### config.mk
export PLATFORM = sky130hd
export DESIGN_NAME = uart_irq_ident
export DESIGN_NICKNAME = d
export VERILOG_FILES = /design/src/rtl/uart_irq_pkg.sv /design/src/rtl/irq_sticky.sv /design/src/rtl/irq_gate.sv /design/src/rtl/irq_prio_enc.sv /design/src/rtl/uart_irq_ident.sv
export SDC_FILE = /design/constraint.sdc
export NUM_CORES = 1
export LEC_CHECK = 0
export BUFFER_PORTS_ARGS = -buffer_cell sky130_fd_sc_hd__buf_4
export CORE_AREA = 2 2 39 41
export DETAILED_ROUTE_END_ITERATION = 8
export DIE_AREA = 0 0 41 43
export PLACE_DENSITY = 0.56
export SYNTH_ARGS = -nofsm -noshare
export SYNTH_HDL_FRONTEND = slang
export SYNTH_SLANG_ARGS = --single-unit
### constraint.sdc
create_clock -name clk -period 2.4 [get_ports clk]
set_clock_uncertainty 0.05 [all_clocks]
set_input_delay 0.12 -clock clk [delete_from_list [all_inputs] [get_ports clk]]
set_output_delay 0.12 -clock clk [all_outputs]
set_load 0.005 [all_outputs]
### src/rtl/uart_irq_pkg.sv
package uart_irq_pkg;

  localparam int ID_W = 4;
  localparam int EN_W = 4;

  // Enable bit positions
  localparam int EN_RX    = 0;
  localparam int EN_TXE   = 1;
  localparam int EN_LINE  = 2;
  localparam int EN_MODEM = 3;

  typedef enum logic [ID_W-1:0] {
    IID_MODEM = 4'b0000,
    IID_NONE  = 4'b0001,
    IID_TXE   = 4'b0010,
    IID_RXD   = 4'b0100,
    IID_LINE  = 4'b0110,
    IID_RXTO  = 4'b1100
  } iid_e;

  typedef struct packed {
    logic line;
    logic rxd;
    logic rxto;
    logic txe;
    logic modem;
  } irq_src_t;

  // Highest-priority source wins; receive timeout refines the receive level.
  function automatic iid_e pick_iid(irq_src_t s);
    iid_e r;
    if (s.line)                r = IID_LINE;
    else if (s.rxto)           r = IID_RXTO;
    else if (s.rxd)            r = IID_RXD;
    else if (s.txe)            r = IID_TXE;
    else if (s.modem)          r = IID_MODEM;
    else                       r = IID_NONE;
    return r;
  endfunction

  function automatic logic any_src(irq_src_t s);
    return s.line | s.rxd | s.rxto | s.txe | s.modem;
  endfunction

endpackage

### src/rtl/irq_sticky.sv
module irq_sticky #(
  parameter logic RST_VAL = 1'b0
) (
  input  logic clk,
  input  logic rst_n,
  input  logic set_i,
  input  logic clr_i,
  output logic pend_o,
  output logic pend_nxt_o
);
  logic pend_q;

  // Set has priority over clear so no event is lost.
  always_comb begin
    if (set_i)      pend_nxt_o = 1'b1;
    else if (clr_i) pend_nxt_o = 1'b0;
    else            pend_nxt_o = pend_q;
  end

  always_ff @(posedge clk or negedge rst_n) begin
    if (!rst_n) pend_q <= RST_VAL;
    else        pend_q <= pend_nxt_o;
  end

  assign pend_o = pend_q;
endmodule

### src/rtl/irq_gate.sv
module irq_gate
  import uart_irq_pkg::*;
(
  input  logic [EN_W-1:0] ier_i,
  input  irq_src_t        raw_i,
  output irq_src_t        act_o
);
  always_comb begin
    act_o.line  = raw_i.line  & ier_i[EN_LINE];
    act_o.rxd   = raw_i.rxd   & ier_i[EN_RX];
    act_o.rxto  = raw_i.rxto  & ier_i[EN_RX];
    act_o.txe   = raw_i.txe   & ier_i[EN_TXE];
    act_o.modem = raw_i.modem & ier_i[EN_MODEM];
  end
endmodule

### src/rtl/irq_prio_enc.sv
module irq_prio_enc
  import uart_irq_pkg::*;
(
  input  irq_src_t act_i,
  output iid_e     iid_o,
  output logic     any_o
);
  assign iid_o = pick_iid(act_i);
  assign any_o = any_src(act_i);
endmodule

### src/rtl/uart_irq_ident.sv
module uart_irq_ident
  import uart_irq_pkg::*;
#(
  parameter logic TXE_AT_RESET = 1'b1
) (
  input  logic            clk,
  input  logic            rst_n,
  input  logic [EN_W-1:0] ier_i,
  input  logic            line_err_i,
  input  logic            rx_ready_i,
  input  logic            rx_timeout_i,
  input  logic            txe_set_i,
  input  logic            thr_wr_i,
  input  logic            iir_rd_i,
  input  logic            lsr_rd_i,
  input  logic            msr_rd_i,
  input  logic            msr_delta_i,
  output logic [ID_W-1:0] iir_id_o,
  output logic            irq_o
);
  localparam int NSTK = 3;
  localparam int K_LINE = 0;
  localparam int K_TXE  = 1;
  localparam int K_MDM  = 2;
  localparam logic [NSTK-1:0] STK_RST = {1'b0, TXE_AT_RESET, 1'b0};

  iid_e id_q;
  logic irq_q;

  logic [NSTK-1:0] stk_set, stk_clr, stk_q, stk_nxt;

  // Named internal events for the checker
  logic line_pend, txe_pend, modem_pend;
  logic txe_iid_clr;

  assign txe_iid_clr = iir_rd_i && (id_q == IID_TXE);

  assign stk_set[K_LINE] = line_err_i;
  assign stk_clr[K_LINE] = lsr_rd_i;
  assign stk_set[K_TXE]  = txe_set_i;
  assign stk_clr[K_TXE]  = thr_wr_i | txe_iid_clr;
  assign stk_set[K_MDM]  = msr_delta_i;
  assign stk_clr[K_MDM]  = msr_rd_i;

  for (genvar g = 0; g < NSTK; g++) begin : g_stk
    irq_sticky #(.RST_VAL(STK_RST[g])) stk_i (
      .clk        (clk),
      .rst_n      (rst_n),
      .set_i      (stk_set[g]),
      .clr_i      (stk_clr[g]),
      .pend_o     (stk_q[g]),
      .pend_nxt_o (stk_nxt[g])
    );
  end

  assign line_pend  = stk_q[K_LINE];
  assign txe_pend   = stk_q[K_TXE];
  assign modem_pend = stk_q[K_MDM];

  irq_src_t raw_nxt, act_nxt;
  iid_e     id_d;
  logic     any_d;

  always_comb begin
    raw_nxt.line  = stk_nxt[K_LINE];
    raw_nxt.rxd   = rx_ready_i;
    raw_nxt.rxto  = rx_timeout_i;
    raw_nxt.txe   = stk_nxt[K_TXE];
    raw_nxt.modem = stk_nxt[K_MDM];
  end

  irq_gate gate_i (
    .ier_i (ier_i),
    .raw_i (raw_nxt),
    .act_o (act_nxt)
  );

  irq_prio_enc enc_i (
    .act_i (act_nxt),
    .iid_o (id_d),
    .any_o (any_d)
  );

  always_ff @(posedge clk or negedge rst_n) begin
    if (!rst_n) begin
      id_q  <= IID_NONE;
      irq_q <= 1'b0;
    end else begin
      id_q  <= id_d;
      irq_q <= any_d;
    end
  end

  assign iir_id_o = id_q;
  assign irq_o    = irq_q;
endmodule

==> impl_metrics.toml, run 1 <==
[yosys]
yosys_warnings = 0
synth_top_area_share_pct = 44.8
ys_types = 14
synth-edff-count = 0
syn_area_sq_um = 335
ys_seq_elements = 8
ys.flop_type = "dfrtp_1"
synth-async-reset-ratio_pct = 100
synth_area_leader_cell = "dfrtp_1"
synth.most_common_cell = "dfrtp_1"
avgSynthCellArea_sq_um = 12.0
synth_nets = 43
synth_common_cells = "dfrtp_1, o21ai_0"
seq_area_frac_synth_pct = 60.4
synth.area.top_cells = "dfrtp_1, dfstp_2, o21ai_0, or3b_1, o221ai_2"
syn_inst = 28

[die]
io_pins = 20
start_util_pct = 24.2
die_area_sq_um = 1760
coreArea_sq_um = 1380
die_h_microns = 43
die_w_microns = 41
rows = 14

[clock_tree]
clk_pin_slew_worst_paths_ns = 0.05
cts_htree_levels = 1
cts_sinks = 8
clock_latency_ns = 0.25
cts_tree = "done"
root_buffer = "clkbuf_4"
numCtsBuffers = 3
post-cts-setup-buffers = 0
clk_path_buf_depth = 2

[worst_hold_path]
min_path_type = "input pin to flop"
whs_endpoint = "g_stk[2].stk_i.pend_o"
hold_depth = 2
min-delay-start = "msr_delta_i"

[placed_design]
io_buffers = 19
dpl_cell_area_sq_um = 498
globalplace.congestion = 0.683

[power]
power_frac_clock_pct = 32.8
p_switching_w = 0.0000655
p_int_w = 0.000238
p_total_w = 0.000303
seqPwrFrac_pct = 49.6
leakage_nw = 0.251
power_density_nw_per_um2 = 572
ir_worst_vdd_mv = 0.268
power_frac_comb_pct = 17.6
switching_share_pct = 21.6

[run_status]
status = "finished clean"

[layout]
stdcell_area_sq_um = 531
syn2layout_area_growth_pct = 58.2
fin_util_pct = 38.3
fillers = 140
fin_nets = 68
n_antenna_cell = 0
drive_gt1_share_pct = 54.9

[sta]
slew_viol_final = 0
relSlewSlack_pct = 70.6
worst_pin_slew_ns = 0.437
setup_violations = 0
rsz0062_at_grt = "false"
finalHoldViolCount = 0
final.period_utilization_pct = 54.6
period_needed_ns = 1.31
timing.fmax_ghz = 0.764
tns_ns = 0

[critical_path]
crit_path_top_delay_cell = "or3b_1"
worst-path-buf-inv = 0
slowest_delay_ns = 0.40
cp.required_ns = 2.54
r2r_cells = 3
reg2reg_to = "iir_id_o[0]"
end_kind = "flop"
path_depth = 3
path_class = "flop to flop"
critPathTopFamily = "simple AND/OR/NAND/NOR gates"
crit_chain = "or3b_1 > o221ai_2 > and4_1"
reg2reg_from = "iir_id_o[0]"
worst_setup_path_start_kind = "flop"
arrival_ns = 1.45
r2r_slack_ns = 1.09
critical_path.max_fanout = 3

[global_routing]
grtUsageTotal_pct = 9.35
grt_max_degree = 9
grt_overflow_total = 0
grt_antenna_before_repair = 0
grt_pass1_vias = 250
grt_pass1_wl_microns = 1100

[routing]
detail-route-antenna-nets = 0
vias = 284
firstDrtPassIters = 2
post_drt_wl_per_cell_microns = 9.75
via_per_inst = 4.24
drt_iter0_drc = 1
wl_microns = 653
drc = 0

[flow_run]
cap_violations = 0
[flip-flops by register name, indices dropped and copies added (netlist names)]
signal / count
g_stk.stk_i.pend_o: 3
irq_o: 1
iir_id_o: 4
[cell usage in the layout (no fill, tap or decap)]
| master | synthesis | routed |
|---|---|---|
| o221ai_2 | 1 | 1 |
| dfstp_2 | 2 | 2 |
| and3_1 | 1 | 1 |
| nand2b_1 | 2 | 2 |
| dlygate4sd3_1 | 0 | 1 |
| nand4_1 | 1 | 1 |
| nand2_1 | 1 | 1 |
| or3b_1 | 2 | 2 |
| dfrtp_1 | 6 | 6 |
| inv_1 | 1 | 1 |
| o21ai_0 | 5 | 5 |
| clkbuf_4 | 0 | 3 |
| buf_4 | 0 | 19 |
| nor2b_1 | 2 | 2 |
| and2b_2 | 1 | 1 |
| and4_1 | 1 | 1 |
| or2_2 | 2 | 2 |
[metrics by stage]
stage	setup slack (ns)	hold WS, ns	std cells
6_report	1.09	0.0176	67
5_1_grt	1.00	0.0205	67
4_1_cts	1.08	0.0104	67
3_5_place_dp	1.09	-0.107	63
3_3_place_gp	1.11	-0.107	63
2_1_floorplan	1.14	-0.226	28
[routing by layer]
layer / up-vias / routed length (microns) / track usage, %
li1: 146 / - / -
met5: - / 0 / 0
met3: 0 / 96 / 3.14
met1: 119 / 312 / 14.7
met4: 0 / 0 / 6.00
met2: 19 / 244 / 10.3
[cells by family after synthesis]
group	after synthesis	synth area share, %
AO/OA/AOI/OAI	6	11.9
flip-flops	8	60.4
AND/OR/NAND/NOR	13	26.5
buffers and inverters	1	1.12
[timing repair]
item                      in CTS  in global routing
hold endpoints to repair       8                  0
hold buffers                   1                  0
resized for setup              0                  0
[worst max-delay path by stage]
stage                      startpoint           to  slack, ns
after global routing      iir_id_o[3]  iir_id_o[0]       1.00
after floorplan           iir_id_o[0]  iir_id_o[0]       1.14
after CTS                 iir_id_o[0]  iir_id_o[0]       1.08
after detailed placement  iir_id_o[0]  iir_id_o[0]       1.09
final                     iir_id_o[0]  iir_id_o[0]       1.09
after global placement    iir_id_o[2]        irq_o       1.11
[power groups by stage]
stage               registers [W]  clock network, W   logic, W
floorplan                0.000153                 0  0.0000183
global placement         0.000153                 0  0.0000529
detailed placement       0.000153                 0  0.0000533
CTS                      0.000151          0.000105  0.0000546
global route             0.000152          0.000109  0.0000605
finish                   0.000151         0.0000995  0.0000534
[area by class of cell]
cell class              count  area (sq um)  area share, %
multi-input cells          19           129           24.3
clock buffers               3          22.5           4.25
flip-flops and latches      8           203           38.2
inverters                   1          3.75          0.708
well taps                  16          20.0           3.77
repair buffers             20           153           28.8
(Power assumes the default switching activity.)
==> run 2: changes to the inputs <==
--- a/config.mk
+++ b/config.mk
@@ -9,7 +9,7 @@
 export CORE_AREA = 2 2 39 41
 export DETAILED_ROUTE_END_ITERATION = 8
 export DIE_AREA = 0 0 41 43
-export PLACE_DENSITY = 0.56
+export PLACE_DENSITY = 0.58
 export SYNTH_ARGS = -nofsm -noshare
 export SYNTH_HDL_FRONTEND = slang
 export SYNTH_SLANG_ARGS = --single-unit
==> constraint.sdc (replaced) <==
create_clock -name clk -period 1.1 [get_ports clk]
set_clock_uncertainty 0.05 [all_clocks]
set_input_delay 0.055 -clock clk [delete_from_list [all_inputs] [get_ports clk]]
set_output_delay 0.055 -clock clk [all_outputs]
set_load 0.005 [all_outputs]
==> run 2 against run 1 <==
The flow now finishes with violations (setup timing). Sequential power increased by 120%. Wire length increased by 14%. Highest routed layer unchanged. Global-route usage increased by 1.0 points. Utilization increased by 6.2 points. Worst hold slack got worse by 0.0032 ns. First-iteration DRC count increased to 3.0 times the previous value. Non-clock buffer count increased by 8. Sequential share of layout area decreased by 5.3 points. Critical path type unchanged. Register-to-register slack got worse by 1.3 ns.
==> impl_metrics.toml, run 2 (synthesized netlist as in run 1, its figures left out) <==
[layout]
final_cell_mix = "buf_4, dfrtp_1, o21ai_0, dlygate4sd3_1, clkbuf_4"
final_common_cell = "buf_4"
drive_gt1_share_pct = 61.0
n_antenna_cell = 0
stdcell_area_sq_um = 617
largest_register_ffs = 4
fin_nets = 76
syn2layout_area_growth_pct = 84.0

[global_routing]
grt_pass1_wl_microns = 1230
grt_pass1_vias = 325
grt_overflow_total = 0
grtUsageTotal_pct = 10.4
grt_antenna_before_repair = 0
grt_max_degree = 9

[sta]
rsz0062_at_grt = "true"
slew_viol_final = 0
timing.fmax_ghz = 0.776
period_needed_ns = 1.29
setup_violations = 4
worst_pin_slew_ns = 0.366
finalHoldViolCount = 0
final.period_utilization_pct = 117
relSlewSlack_pct = 75.4
worst_slack_ns = -0.188

[routing]
vias = 323
via_per_inst = 4.31
drt_iter0_drc = 3
detail-route-antenna-nets = 0
wl_microns = 742
post_drt_wl_per_cell_microns = 9.89
drc = 0
firstDrtPassIters = 2

[clock_tree]
cts_sinks = 8
cts_tree = "done"
cts_htree_levels = 1
root_buffer = "clkbuf_4"
clk_pin_slew_worst_paths_ns = 0.05
clock_latency_ns = 0.24
clk_path_buf_depth = 2
numCtsBuffers = 3

[critical_path]
crit_chain = "or3b_4 > o221ai_4 > and4_1"
worst-path-buf-inv = 0
slowest_delay_ns = 0.40
cp.required_ns = 1.24
arrival_ns = 1.42
critPathTopFamily = "simple AND/OR/NAND/NOR gates"
path_class = "flop to flop"
end_kind = "flop"
r2r_slack_ns = -0.19
crit_path_top_delay_cell = "or3b_4"
critical_path.max_fanout = 3
worst_setup_path_start_kind = "flop"

[run_status]
violations = "setup timing"
status = "finished with violations"

[flow_run]
cap_violations = 0

[placed_design]
dpl_cell_area_sq_um = 536
globalplace.congestion = 0.641
io_buffers = 19
hpwl_microns = 580
pre_cts_ws_ns = -0.185

[die]
die_w_microns = 41
start_util_pct = 24.2
coreArea_sq_um = 1380
rows = 14
io_pins = 20
die_area_sq_um = 1760
die_h_microns = 43

[worst_hold_path]
min_path_type = "input pin to flop"

[power]
ir_worst_vdd_mv = 0.487
leakage_nw = 0.292
power_density_nw_per_um2 = 1130
-- run 2: report_power, final --
group          switching [W]  total [W]  internal (W)
Clock              0.0000867   0.000211      0.000124
Sequential        0.00000814   0.000329      0.000321
Combinational      0.0000532   0.000158      0.000105
-- run 2: repair_timing --
| action | 4_1_cts | 5_1_grt |
|---|---|---|
| setup buffers | 0 | 0 |
| endpoints found under the hold margin | 11 | 0 |
| hold buffers | 4 | 0 |
| endpoints found under the setup margin | 4 | 5 |
| resized for setup | 1 | 4 |
| pin swaps | 3 | 1 |
-- run 2: path summary, 6_finish.rpt --
path | start | end | depth (start not counted)
setup / recovery | iir_id_o[0] | iir_id_o[0] | 3
hold / removal | ier_i[0] | iir_id_o[3] | 2
setup reg to reg | iir_id_o[0] | iir_id_o[0] | 3
hold reg to reg | g_stk[0].stk_i.pend_o | g_stk[0].stk_i.pend_o | 2
max in group asynchronous | rst_n | g_stk[1].stk_i.pend_o | 2
min in group asynchronous | rst_n | iir_id_o[3] | 2
-- run 2: area by class of cell --
class / instances / area (sq um)
Tap cell: 16 / 20.0
Sequential cell: 8 / 203
Clock buffer: 3 / 22.5
Inverter: 1 / 3.75
Multi-Input combinational cell: 19 / 148
Timing Repair Buffer: 28 / 220
Fill cell: 140 / 767
-- run 2: per-stage QoR --
stage          instances  total power (W)  TNS [ns]  utilization [%]  hold WS, ns
3_3_place_gp          68         0.000467    -0.536             38.7       -0.174
6_report              75         0.000698    -0.572             44.6       0.0144
4_1_cts               75         0.000700    -0.579             43.4      0.00946
5_1_grt               75         0.000739    -0.783             44.6       0.0280
2_1_floorplan         28         0.000374    -0.395                -       -0.291
3_5_place_dp          68         0.000468    -0.548             38.7       -0.175
-- run 2: layer usage --
layer	global-route usage (%)	share of wire, %
met1	13.0	41
met2	14.7	46
met3	3.66	13
met4	6.00	0
met5	0	0
